--- src/rtl/bsc_pkg.sv ---
package bsc_pkg;
  // Per-pin stage layout inside the serial path
  localparam int PIN_STAGES = 3;
  localparam int STG_DATA   = 0;
  localparam int STG_CTRL   = 1;
  localparam int STG_PULL   = 2;

  typedef struct packed {
    logic captureEn;
    logic shiftEn;
    logic updateEn;
    logic drivePins;
  } scanStrobes_t;
endpackage

--- src/rtl/bsc_ctrl.sv ---
module bsc_ctrl
  import bsc_pkg::*;
(
  input  logic         shiftDr,
  input  logic         clockDr,
  input  logic         updateDr,
  input  logic         extest,
  output scanStrobes_t strb
);
  always_comb begin
    strb.captureEn = clockDr & ~shiftDr;
    strb.shiftEn   = clockDr & shiftDr;
    strb.updateEn  = updateDr;
    strb.drivePins = extest;
  end
endmodule

--- src/rtl/bsc_pin_cell.sv ---
module bsc_pin_cell
  import bsc_pkg::*;
(
  input  logic                  tck,
  input  logic                  trstN,
  input  scanStrobes_t          strb,
  input  logic                  serIn,
  input  logic                  pullupDisable,
  input  logic                  sysDir,
  input  logic                  sysPort,
  input  logic                  padIn,
  output logic                  padOut,
  output logic                  padOe,
  output logic                  padPullup,
  output logic [PIN_STAGES-1:0] stageQ
);
  logic                  sysPue;
  logic [PIN_STAGES-1:0] holdQ;

  assign sysPue = ~pullupDisable & ~sysDir & sysPort;

  // Capture / shift stages, rising edge
  always_ff @(posedge tck or negedge trstN) begin
    if (!trstN) begin
      stageQ <= '0;
    end else if (strb.captureEn) begin
      stageQ[STG_DATA] <= padIn;
      stageQ[STG_CTRL] <= sysDir;
      stageQ[STG_PULL] <= sysPue;
    end else if (strb.shiftEn) begin
      stageQ <= {stageQ[PIN_STAGES-2:0], serIn};
    end
  end

  // Hold latches, falling edge
  always_ff @(negedge tck or negedge trstN) begin
    if (!trstN) holdQ <= '0;
    else if (strb.updateEn) holdQ <= stageQ;
  end

  always_comb begin
    if (strb.drivePins) begin
      padOut    = holdQ[STG_DATA];
      padOe     = holdQ[STG_CTRL];
      padPullup = holdQ[STG_PULL];
    end else begin
      padOut    = sysPort;
      padOe     = sysDir;
      padPullup = sysPue;
    end
  end

  a_r2_capture_raw: assert property (@(posedge tck) disable iff (!trstN)
    strb.captureEn |=> (stageQ[STG_DATA] == $past(padIn)) &&
                       (stageQ[STG_CTRL] == $past(sysDir)));
  a_r3_shift_step: assert property (@(posedge tck) disable iff (!trstN)
    strb.shiftEn |=> stageQ == {$past(stageQ[PIN_STAGES-2:0]), $past(serIn)});
  a_r9_hold_stages: assert property (@(posedge tck) disable iff (!trstN)
    (!strb.captureEn && !strb.shiftEn) |=> $stable(stageQ));
  a_r4_latch_hold: assert property (@(negedge tck) disable iff (!trstN)
    !strb.updateEn |=> $stable(holdQ));
  a_r4_latch_copy: assert property (@(negedge tck) disable iff (!trstN)
    strb.updateEn |=> holdQ == $past(stageQ));
endmodule

--- src/rtl/bsc_obs_cell.sv ---
module bsc_obs_cell
  import bsc_pkg::*;
(
  input  logic         tck,
  input  logic         trstN,
  input  scanStrobes_t strb,
  input  logic         serIn,
  input  logic         obsIn,
  output logic         obsOut,
  output logic         stageQ
);
  assign obsOut = obsIn;

  always_ff @(posedge tck or negedge trstN) begin
    if (!trstN) stageQ <= 1'b0;
    else if (strb.captureEn) stageQ <= obsIn;
    else if (strb.shiftEn) stageQ <= serIn;
  end

  a_r8_obs_capture: assert property (@(posedge tck) disable iff (!trstN)
    strb.captureEn |=> stageQ == $past(obsIn));
endmodule

--- src/rtl/bsc_chain.sv ---
module bsc_chain
  import bsc_pkg::*;
#(
  parameter int NUM_PINS = 4,
  parameter int NUM_OBS  = 2
) (
  input  logic                tck,
  input  logic                trstN,
  input  scanStrobes_t        strb,
  input  logic                scanIn,
  output logic                scanOut,
  input  logic                pullupDisable,
  input  logic [NUM_PINS-1:0] sysDir,
  input  logic [NUM_PINS-1:0] sysPort,
  input  logic [NUM_PINS-1:0] padIn,
  output logic [NUM_PINS-1:0] padOut,
  output logic [NUM_PINS-1:0] padOe,
  output logic [NUM_PINS-1:0] padPullup,
  input  logic [NUM_OBS-1:0]  obsIn,
  output logic [NUM_OBS-1:0]  obsOut
);
  localparam int PIN_LEN   = NUM_PINS * PIN_STAGES;
  localparam int CHAIN_LEN = PIN_LEN + NUM_OBS;

  logic [CHAIN_LEN-1:0] st;

  for (genvar k = 0; k < NUM_PINS; k++) begin : g_pin
    logic                  cellIn;
    logic [PIN_STAGES-1:0] cellSt;
    if (k == 0) begin : g_first
      assign cellIn = scanIn;
    end else begin : g_next
      assign cellIn = st[k*PIN_STAGES-1];
    end
    bsc_pin_cell u_cell (
      .tck(tck), .trstN(trstN), .strb(strb), .serIn(cellIn),
      .pullupDisable(pullupDisable), .sysDir(sysDir[k]), .sysPort(sysPort[k]),
      .padIn(padIn[k]), .padOut(padOut[k]), .padOe(padOe[k]),
      .padPullup(padPullup[k]), .stageQ(cellSt)
    );
    assign st[k*PIN_STAGES +: PIN_STAGES] = cellSt;
  end

  for (genvar j = 0; j < NUM_OBS; j++) begin : g_obs
    logic cellSt;
    bsc_obs_cell u_cell (
      .tck(tck), .trstN(trstN), .strb(strb), .serIn(st[PIN_LEN+j-1]),
      .obsIn(obsIn[j]), .obsOut(obsOut[j]), .stageQ(cellSt)
    );
    assign st[PIN_LEN+j] = cellSt;
  end

  assign scanOut = st[CHAIN_LEN-1];

  a_r3_tail_shift: assert property (@(posedge tck) disable iff (!trstN)
    strb.shiftEn |=> scanOut == $past(st[CHAIN_LEN-2]));
endmodule

--- src/rtl/bscan_pin_chain.sv ---
module bscan_pin_chain
  import bsc_pkg::*;
#(
  parameter int NUM_PINS = 4,
  parameter int NUM_OBS  = 2
) (
  input  logic                tck,
  input  logic                trstN,
  input  logic                shiftDr,
  input  logic                clockDr,
  input  logic                updateDr,
  input  logic                extest,
  input  logic                scanIn,
  output logic                scanOut,
  input  logic                pullupDisable,
  input  logic [NUM_PINS-1:0] sysDir,
  input  logic [NUM_PINS-1:0] sysPort,
  input  logic [NUM_PINS-1:0] padIn,
  output logic [NUM_PINS-1:0] padOut,
  output logic [NUM_PINS-1:0] padOe,
  output logic [NUM_PINS-1:0] padPullup,
  input  logic [NUM_OBS-1:0]  obsIn,
  output logic [NUM_OBS-1:0]  obsOut
);
  scanStrobes_t strb;

  bsc_ctrl u_ctrl (
    .shiftDr(shiftDr), .clockDr(clockDr), .updateDr(updateDr),
    .extest(extest), .strb(strb)
  );

  bsc_chain #(.NUM_PINS(NUM_PINS), .NUM_OBS(NUM_OBS)) u_chain (
    .tck(tck), .trstN(trstN), .strb(strb), .scanIn(scanIn), .scanOut(scanOut),
    .pullupDisable(pullupDisable), .sysDir(sysDir), .sysPort(sysPort),
    .padIn(padIn), .padOut(padOut), .padOe(padOe), .padPullup(padPullup),
    .obsIn(obsIn), .obsOut(obsOut)
  );
endmodule

--- config.mk ---
export PLATFORM = sky130hd
export DESIGN_NAME = bscan_pin_chain
export DESIGN_NICKNAME = d
export VERILOG_FILES = /design/src/rtl/bsc_pkg.sv /design/src/rtl/bsc_ctrl.sv /design/src/rtl/bsc_pin_cell.sv /design/src/rtl/bsc_obs_cell.sv /design/src/rtl/bsc_chain.sv /design/src/rtl/bscan_pin_chain.sv
export SDC_FILE = /design/constraint.sdc
export NUM_CORES = 1
export LEC_CHECK = 0
export ABC_AREA = 1
export BUFFER_PORTS_ARGS = -buffer_cell sky130_fd_sc_hd__buf_2
export CORE_ASPECT_RATIO = 1.4
export CORE_MARGIN = 2
export CORE_UTILIZATION = 34
export DETAILED_ROUTE_END_ITERATION = 8
export PLACE_DENSITY = 0.59
export SLEW_MARGIN = 20
export SYNTH_ARGS = -nofsm -noshare
export SYNTH_HDL_FRONTEND = slang
export SYNTH_HIERARCHICAL = 1
export SYNTH_SLANG_ARGS = --single-unit
--- constraint.sdc ---
create_clock -name tck -period 1.1 [get_ports tck]
set_clock_uncertainty 0.1 [all_clocks]
set_input_delay 0.055 -clock tck [delete_from_list [all_inputs] [get_ports tck]]
set_output_delay 0.055 -clock tck [all_outputs]
set_load 0.1 [all_outputs]
Word-level counts from Yosys, hierarchy flattened:

Cells that the tools add are included.

* flip-flop bits (word level): 26
* input port bits: 22
* output and inout port bits: 15
* word-level logic and storage cells: 51

* mux-type cells: 24
* bitwise logic cells: 16
* reductions and logical operators: 1

Operators with widths (number)
* $mux 3: 8
* $mux 1: 16
* $and 1x1->1: 10
* $not 1->1: 6
* $reduce_bool 2->1: 1

Longest topological paths before layout:

Gate-level depths: netlist of run 1.

* depth in word-level cells: 4
* gate-level depth with buffers: 6

Hierarchy:

Netlist of run 1, hierarchy kept.

By module, submodules not included
* bsc_pin_cell: instances 4, cells an instance 39, area each 292.8 um^2
* bsc_obs_cell: instances 2, cells an instance 11, area each 67.6 um^2
* bsc_ctrl: instances 1, cells an instance 6, area each 32.5 um^2

==> impl_metrics.yaml, run 1 <==
outcome:
  status: "complete, but fails checks"
  violations: "negative setup slack"
route:
  dr.pass1.iters: 4
  final_antenna_net_count: 0
  wire_per_inst_um: 11.1
  wl_um: 3420
  drt-vias-per-instance: 4.62
  drc: 0
  first_iter_violations: 25
  vias: 1423
clock_network:
  numCtsBuffers: 3
  clockBufferDepth: 2
  cts.sinks: 26
  cts_root_buf: "clkbuf_8"
  cts_max_level: 1
  clk_pin_slew_ns: 0.09
  clkLatencyLatePin_ns: 0.27
  tritoncts: "done"
min_path:
  min-delay-start: "pullupDisable"
  hold_class: "in2reg"
synth:
  synth.distinct_cells: 13
  synth_top_cell_by_area: "dfrtp_1"
  syn_nets: 206
  ys_seq_elements: 26
  syn-cell-area_sq_mm: 0.00134
  ys_top_cells_by_area: "dfrtp_1 26%, dfrtn_1 22%, nand2_1 17%"
  syn_avg_cell_area_sq_um: 7.28
  ys_seq_area_share_pct: 48.6
  synth_top_area_share_pct: 26.2
  yosys_warnings: 6
  netlist_instances: 184
layout:
  multiInputGateArea_sq_um: 731
  final_nets: 288
  syn_to_final_growth_pct: 78.4
  fin_cells: 308
  n_fill_cell: 365
  antenna_cells: 0
  drive_gt1_share_pct: 41.5
  seqCellArea_sq_um: 652
  fin_area_sq_mm: 0.00239
setup_path:
  crit_fanout: 2
  arrival_ns: 1.61
  cp_cell_sequence: "inv_2 > a21oi_4 > buf_12"
  path_class: "reg2out"
  critPathLaunch: "u_chain/g_pin[0].u_cell/holdQ[1]"
  cp-end-kind: "output pin"
  slowest_delay_ns: 0.40
  cpMaxStageDelayCell: "dfrtn_1"
  critPathBufInv: 2
  critPathLaunchType: "flop"
  worstPathRequired_ns: 0.94
  critical-path-top-delay-family: "flip-flops"
  r2r-start: "u_chain/g_pin[2].u_cell/stageQ[1]"
grt:
  grtUsageTotal_pct: 17.2
  antenna_found_initial: 0
  grt_pass1_wl_um: 6150
  grt_max_degree: 27
  grt_overflow: 0
  grt_pass1_vias: 1487
floorplanning:
  fp.dieW_um: 57.0
  row_count: 27
  start_util_pct: 34.8
  die_y_um: 78.2
  io_pins: 37
  die_area_sq_mm: 0.00446
  core_area_sq_mm: 0.00385
flow_run:
  drv_cap: 0
placement:
  port_buffers: 36
  dp.cells: 282
  dpl_cell_area_sq_mm: 0.00212
  place_congestion: 0.819
  place_ws_ns: -0.364
  dp_hpwl_um: 2340
power:
  peakVddDrop_mv: 0.924
  power_mw: 3.22
  power.density_mw_per_mm2: 1350
  power_leakage_nw: 1.20
timing:
  maxSlewHeadroom_pct: 68.0
  rsz0062_at_grt: "yes"
  setup_slack_ns: -0.663
  setup_violations: 24
  worst_pin_slew_ns: 0.483
  hold-worst-slack_ns: 0.0455
  hold_violations: 0
  finalMaxSlewViolations: 0
==> where the power goes <==
part / switching [mW] / leakage, nW / internal [mW]
clock: 0.305 / 0.0288 / 0.320
sequential: 0.0752 / 0.331 / 1.10
combinational: 0.822 / 0.837 / 0.595
==> worst reg2reg max path, cell delays in order (launching register included) <==
cell and delay, ns:
dfrtp_1 0.39, nand2_1 0.06, o21ai_0 0.09
==> registers in the layout, summed over array words and instances (netlist names) <==
signal                       cells
u_chain/g_pin.u_cell/holdQ      12
u_chain/g_pin.u_cell/stageQ     12
u_chain/g_obs.u_cell/stageQ      2
==> final timing paths <==
kind,cells after the start,slack [ns],endpoint
hold reg to reg,2,0.37,u_chain/g_pin[1].u_cell/holdQ[1]
setup reg to reg,2,-0.25,u_chain/g_pin[2].u_cell/holdQ[1]
hold / removal,4,0.05,u_chain/g_pin[3].u_cell/stageQ[2]
min in group asynchronous,3,0.15,u_chain/g_pin[0].u_cell/stageQ[1]
setup / recovery,3,-0.66,padOe[0]
max in group asynchronous,3,0.13,u_chain/g_pin[1].u_cell/holdQ[2]
==> logic make-up after synthesis <==
group	share of synthesized area, %
simple gates	33.3
flops	48.6
compound gates	7.48
buf+inv	10.7
==> layout make-up <==
class,count,share of cell area (%)
Clock buffer,4,2.30
Inverter,30,4.71
Tap cell,43,2.25
Sequential cell,26,27.3
Timing Repair Buffer,81,32.8
Multi-Input combinational cell,124,30.6
==> stage by stage <==
step                      TNS [ns]  utilization, %
final                       -10.30            62.0
after global routing        -11.38            62.0
after CTS                   -10.46            60.5
after detailed placement     -7.61            55.2
after global placement       -7.51            55.2
after floorplan              -6.97               -
==> cell usage after synthesis, drive strengths merged <==
| cell type | count |
|---|---|
| a21oi | 4 |
| buf | 4 |
| dfrtn | 12 |
| dfrtp | 14 |
| inv | 30 |
| nand2 | 61 |
| nand3 | 26 |
| nor2 | 17 |
| o21ai | 16 |
==> metal layers <==
metal  vias up  global-route usage, %  share of wire, %
met5         -                      0                 0
met4         0                   6.98               1.9
met3         5                   1.15               2.3
met2        24                   32.2                54
met1       665                   19.8                42
li1        729                      -                 -
==> what timing repair did <==
action | 4_1_cts | 5_1_grt
setup buffers | 4 | 6
resized for setup | 3 | 4
pin swaps | 4 | 1
gates cloned | 0 | 0
hold buffers | 12 | 0
endpoints found under the hold margin | 28 | 0
endpoints found under the setup margin | 24 | 24
==> placed cells by master (no fill, tap or decap) <==
master and count:
nand2_1 47, buf_4 29, buf_2 23, inv_1 22, nand3_1 21, buf_12 16
nor2_1 16, dfrtp_1 13, dlygate4sd3_1 12, dfrtn_1 12, o21ai_1 11, nand2_2 10
inv_2 8, nand3_2 5, clkbuf_8 4, nand2_8 4, a21oi_4 4, o21ai_4 4
dfrtp_2 1, o21ai_0 1, buf_6 1, nor2_2 1
(Power assumes the default switching activity.)
==> run 2, diff against run 1 <==
--- a/config.mk
+++ b/config.mk
@@ -6,12 +6,12 @@
 export NUM_CORES = 1
 export LEC_CHECK = 0
 export ABC_AREA = 1
-export BUFFER_PORTS_ARGS = -buffer_cell sky130_fd_sc_hd__buf_2
 export CORE_ASPECT_RATIO = 1.4
 export CORE_MARGIN = 2
 export CORE_UTILIZATION = 34
 export DETAILED_ROUTE_END_ITERATION = 8
-export PLACE_DENSITY = 0.59
+export DONT_BUFFER_PORTS = 1
+export PLACE_DENSITY = 0.51
 export SLEW_MARGIN = 20
 export SYNTH_ARGS = -nofsm -noshare
 export SYNTH_HDL_FRONTEND = slang
==> impl_metrics.yaml, run 2 (same netlist as run 1, synthesis figures left out) <==
grt:
  grt_pass1_vias: 1307
  grtUsageTotal_pct: 16.9
  grt_overflow: 0
  antenna_found_initial: 0
  grt_pass1_wl_um: 6030
  grt_max_degree: 27
placement:
  port_buffers: 0
  dpl_cell_area_sq_mm: 0.00184
  dp_hpwl_um: 2390
  place_congestion: 0.754
layout:
  syn_to_final_growth_pct: 63.7
  final_common_cell: "nand2_1"
  final_cell_mix: "49 x nand2_1, 23 x buf_4, 21 x inv_1, 19 x nand3_1"
  antenna_cells: 0
  final_nets: 259
  n_fill_cell: 369
  drive_gt1_share_pct: 33.1
  fin_util_pct: 56.9
  fin_area_sq_mm: 0.00219
  biggestRegsByFlops: "u_chain/g_pin.u_cell/holdQ (12), u_chain/g_pin.u_cell/stageQ (12), u_chain/g_obs.u_cell/stageQ (2)"
power:
  netSwitchingFraction_pct: 34.7
  power_frac_seq_pct: 36.7
  p_int_mw: 2.09
  p_sw_mw: 1.11
  power.density_mw_per_mm2: 1460
  power_leakage_nw: 1.07
  peakVddDrop_mv: 0.924
  p_clk_share_pct: 24.5
  pwr-share-comb_pct: 38.8
route:
  first_iter_violations: 41
  dr.pass1.iters: 5
  final_antenna_net_count: 0
  wl_um: 3400
  vias: 1312
  drc: 0
  wire_per_inst_um: 12.2
  drt-vias-per-instance: 4.70
clock_network:
  cts.sinks: 26
  cts_max_level: 1
  clk_pin_slew_ns: 0.06
  clkLatencyLatePin_ns: 0.26
  clockBufferDepth: 2
  numCtsBuffers: 3
  tritoncts: "done"
  cts_root_buf: "clkbuf_8"
floorplanning:
  fp.dieW_um: 57.0
  core_area_sq_mm: 0.00385
  die_area_sq_mm: 0.00446
  row_count: 27
  start_util_pct: 34.8
  die_y_um: 78.2
  io_pins: 37
setup_path:
  path_class: "reg2out"
  arrival_ns: 1.62
  crit_fanout: 2
  cpMaxStageDelayCell: "dfrtn_1"
  cp-end-kind: "output pin"
  worstPathRequired_ns: 0.94
  critPathLaunchType: "flop"
  slowest_delay_ns: 0.41
  cp_cell_sequence: "inv_2 > a21oi_4 > buf_12"
timing:
  tns_ns: -9.68
  worst_pin_slew_ns: 0.259
  finalMaxSlewViolations: 0
  setup_violations: 24
  hold_violations: 0
  maxSlewHeadroom_pct: 82.7
  hold-worst-slack_ns: 0.0100
  rsz0062_at_grt: "yes"
  setup_slack_ns: -0.674
outcome:
  status: "complete, but fails checks"
  violations: "negative setup slack"
flow_run:
  drv_cap: 0
min_path:
  hold_class: "in2out"
[run 2: final timing paths]
kind / startpoint / to / slack, ns / cells past startpoint
worst max-delay path: u_chain/g_pin[1].u_cell/holdQ[1] / padOe[1] / -0.67 / 3
worst min-delay path: obsIn[0] / obsOut[0] / 0.01 / 0
worst max register to register: u_chain/g_pin[1].u_cell/stageQ[1] / u_chain/g_pin[1].u_cell/holdQ[1] / -0.21 / 2
worst min register to register: u_chain/g_pin[3].u_cell/holdQ[1] / u_chain/g_pin[3].u_cell/holdQ[1] / 0.38 / 2
max in group asynchronous: trstN / u_chain/g_pin[3].u_cell/holdQ[2] / 0.15 / 2
min in group asynchronous: trstN / u_chain/g_pin[2].u_cell/stageQ[0] / 0.14 / 2
[run 2: power by group through the flow]
stage               Combinational (mW)  Sequential (mW)  Clock, mW
CTS                               1.19             1.17      0.807
finish                            1.24             1.17      0.782
floorplan                        0.759             1.23          0
global placement                  1.05             1.19          0
global route                      1.33             1.19      0.868
detailed placement                1.07             1.19          0
[run 2: cell type report]
| class | count | area [sq um] | area share [%] |
|---|---|---|---|
| clock buffer | 3 | 41.3 | 1.88 |
| clock inverter | 1 | 30.0 | 1.37 |
| inverter | 30 | 113 | 5.14 |
| multi-input combinational | 124 | 736 | 33.6 |
| sequential | 26 | 652 | 29.7 |
| tap | 43 | 53.8 | 2.45 |
| timing repair buffer | 52 | 567 | 25.9 |
[run 2: metrics by stage]
step	total power, mW	setup slack (ns)	instances
4_1_cts	3.17	-0.678	274
3_3_place_gp	2.24	-0.347	248
5_1_grt	3.38	-0.718	279
3_5_place_dp	2.26	-0.380	248
6_report	3.20	-0.674	279
2_1_floorplan	1.99	-0.587	184
[run 2: what timing repair did]
item	4_1_cts	5_1_grt
pin swaps	4	6
setup endpoints to repair	24	26
buffers inserted	5	6
hold buffers	17	0
gates resized for setup	3	8
hold endpoints to repair	40	0
[run 2: routing by layer]
layer | global-route usage (%) | share of wire (%) | up-vias
li1 | - | - | 672
met5 | 0 | 0 | -
met3 | 2.97 | 4.1 | 2
met4 | 4.19 | 0.74 | 0
met1 | 21.0 | 41 | 612
met2 | 29.8 | 54 | 26
[run 2: worst max-delay path, delay by kind of cell (launching register included)]
family                 cells  cell delay (ns)
flip-flops                 1             0.41
buffers and inverters      2             0.24
AO/OA/AOI/OAI              1             0.14
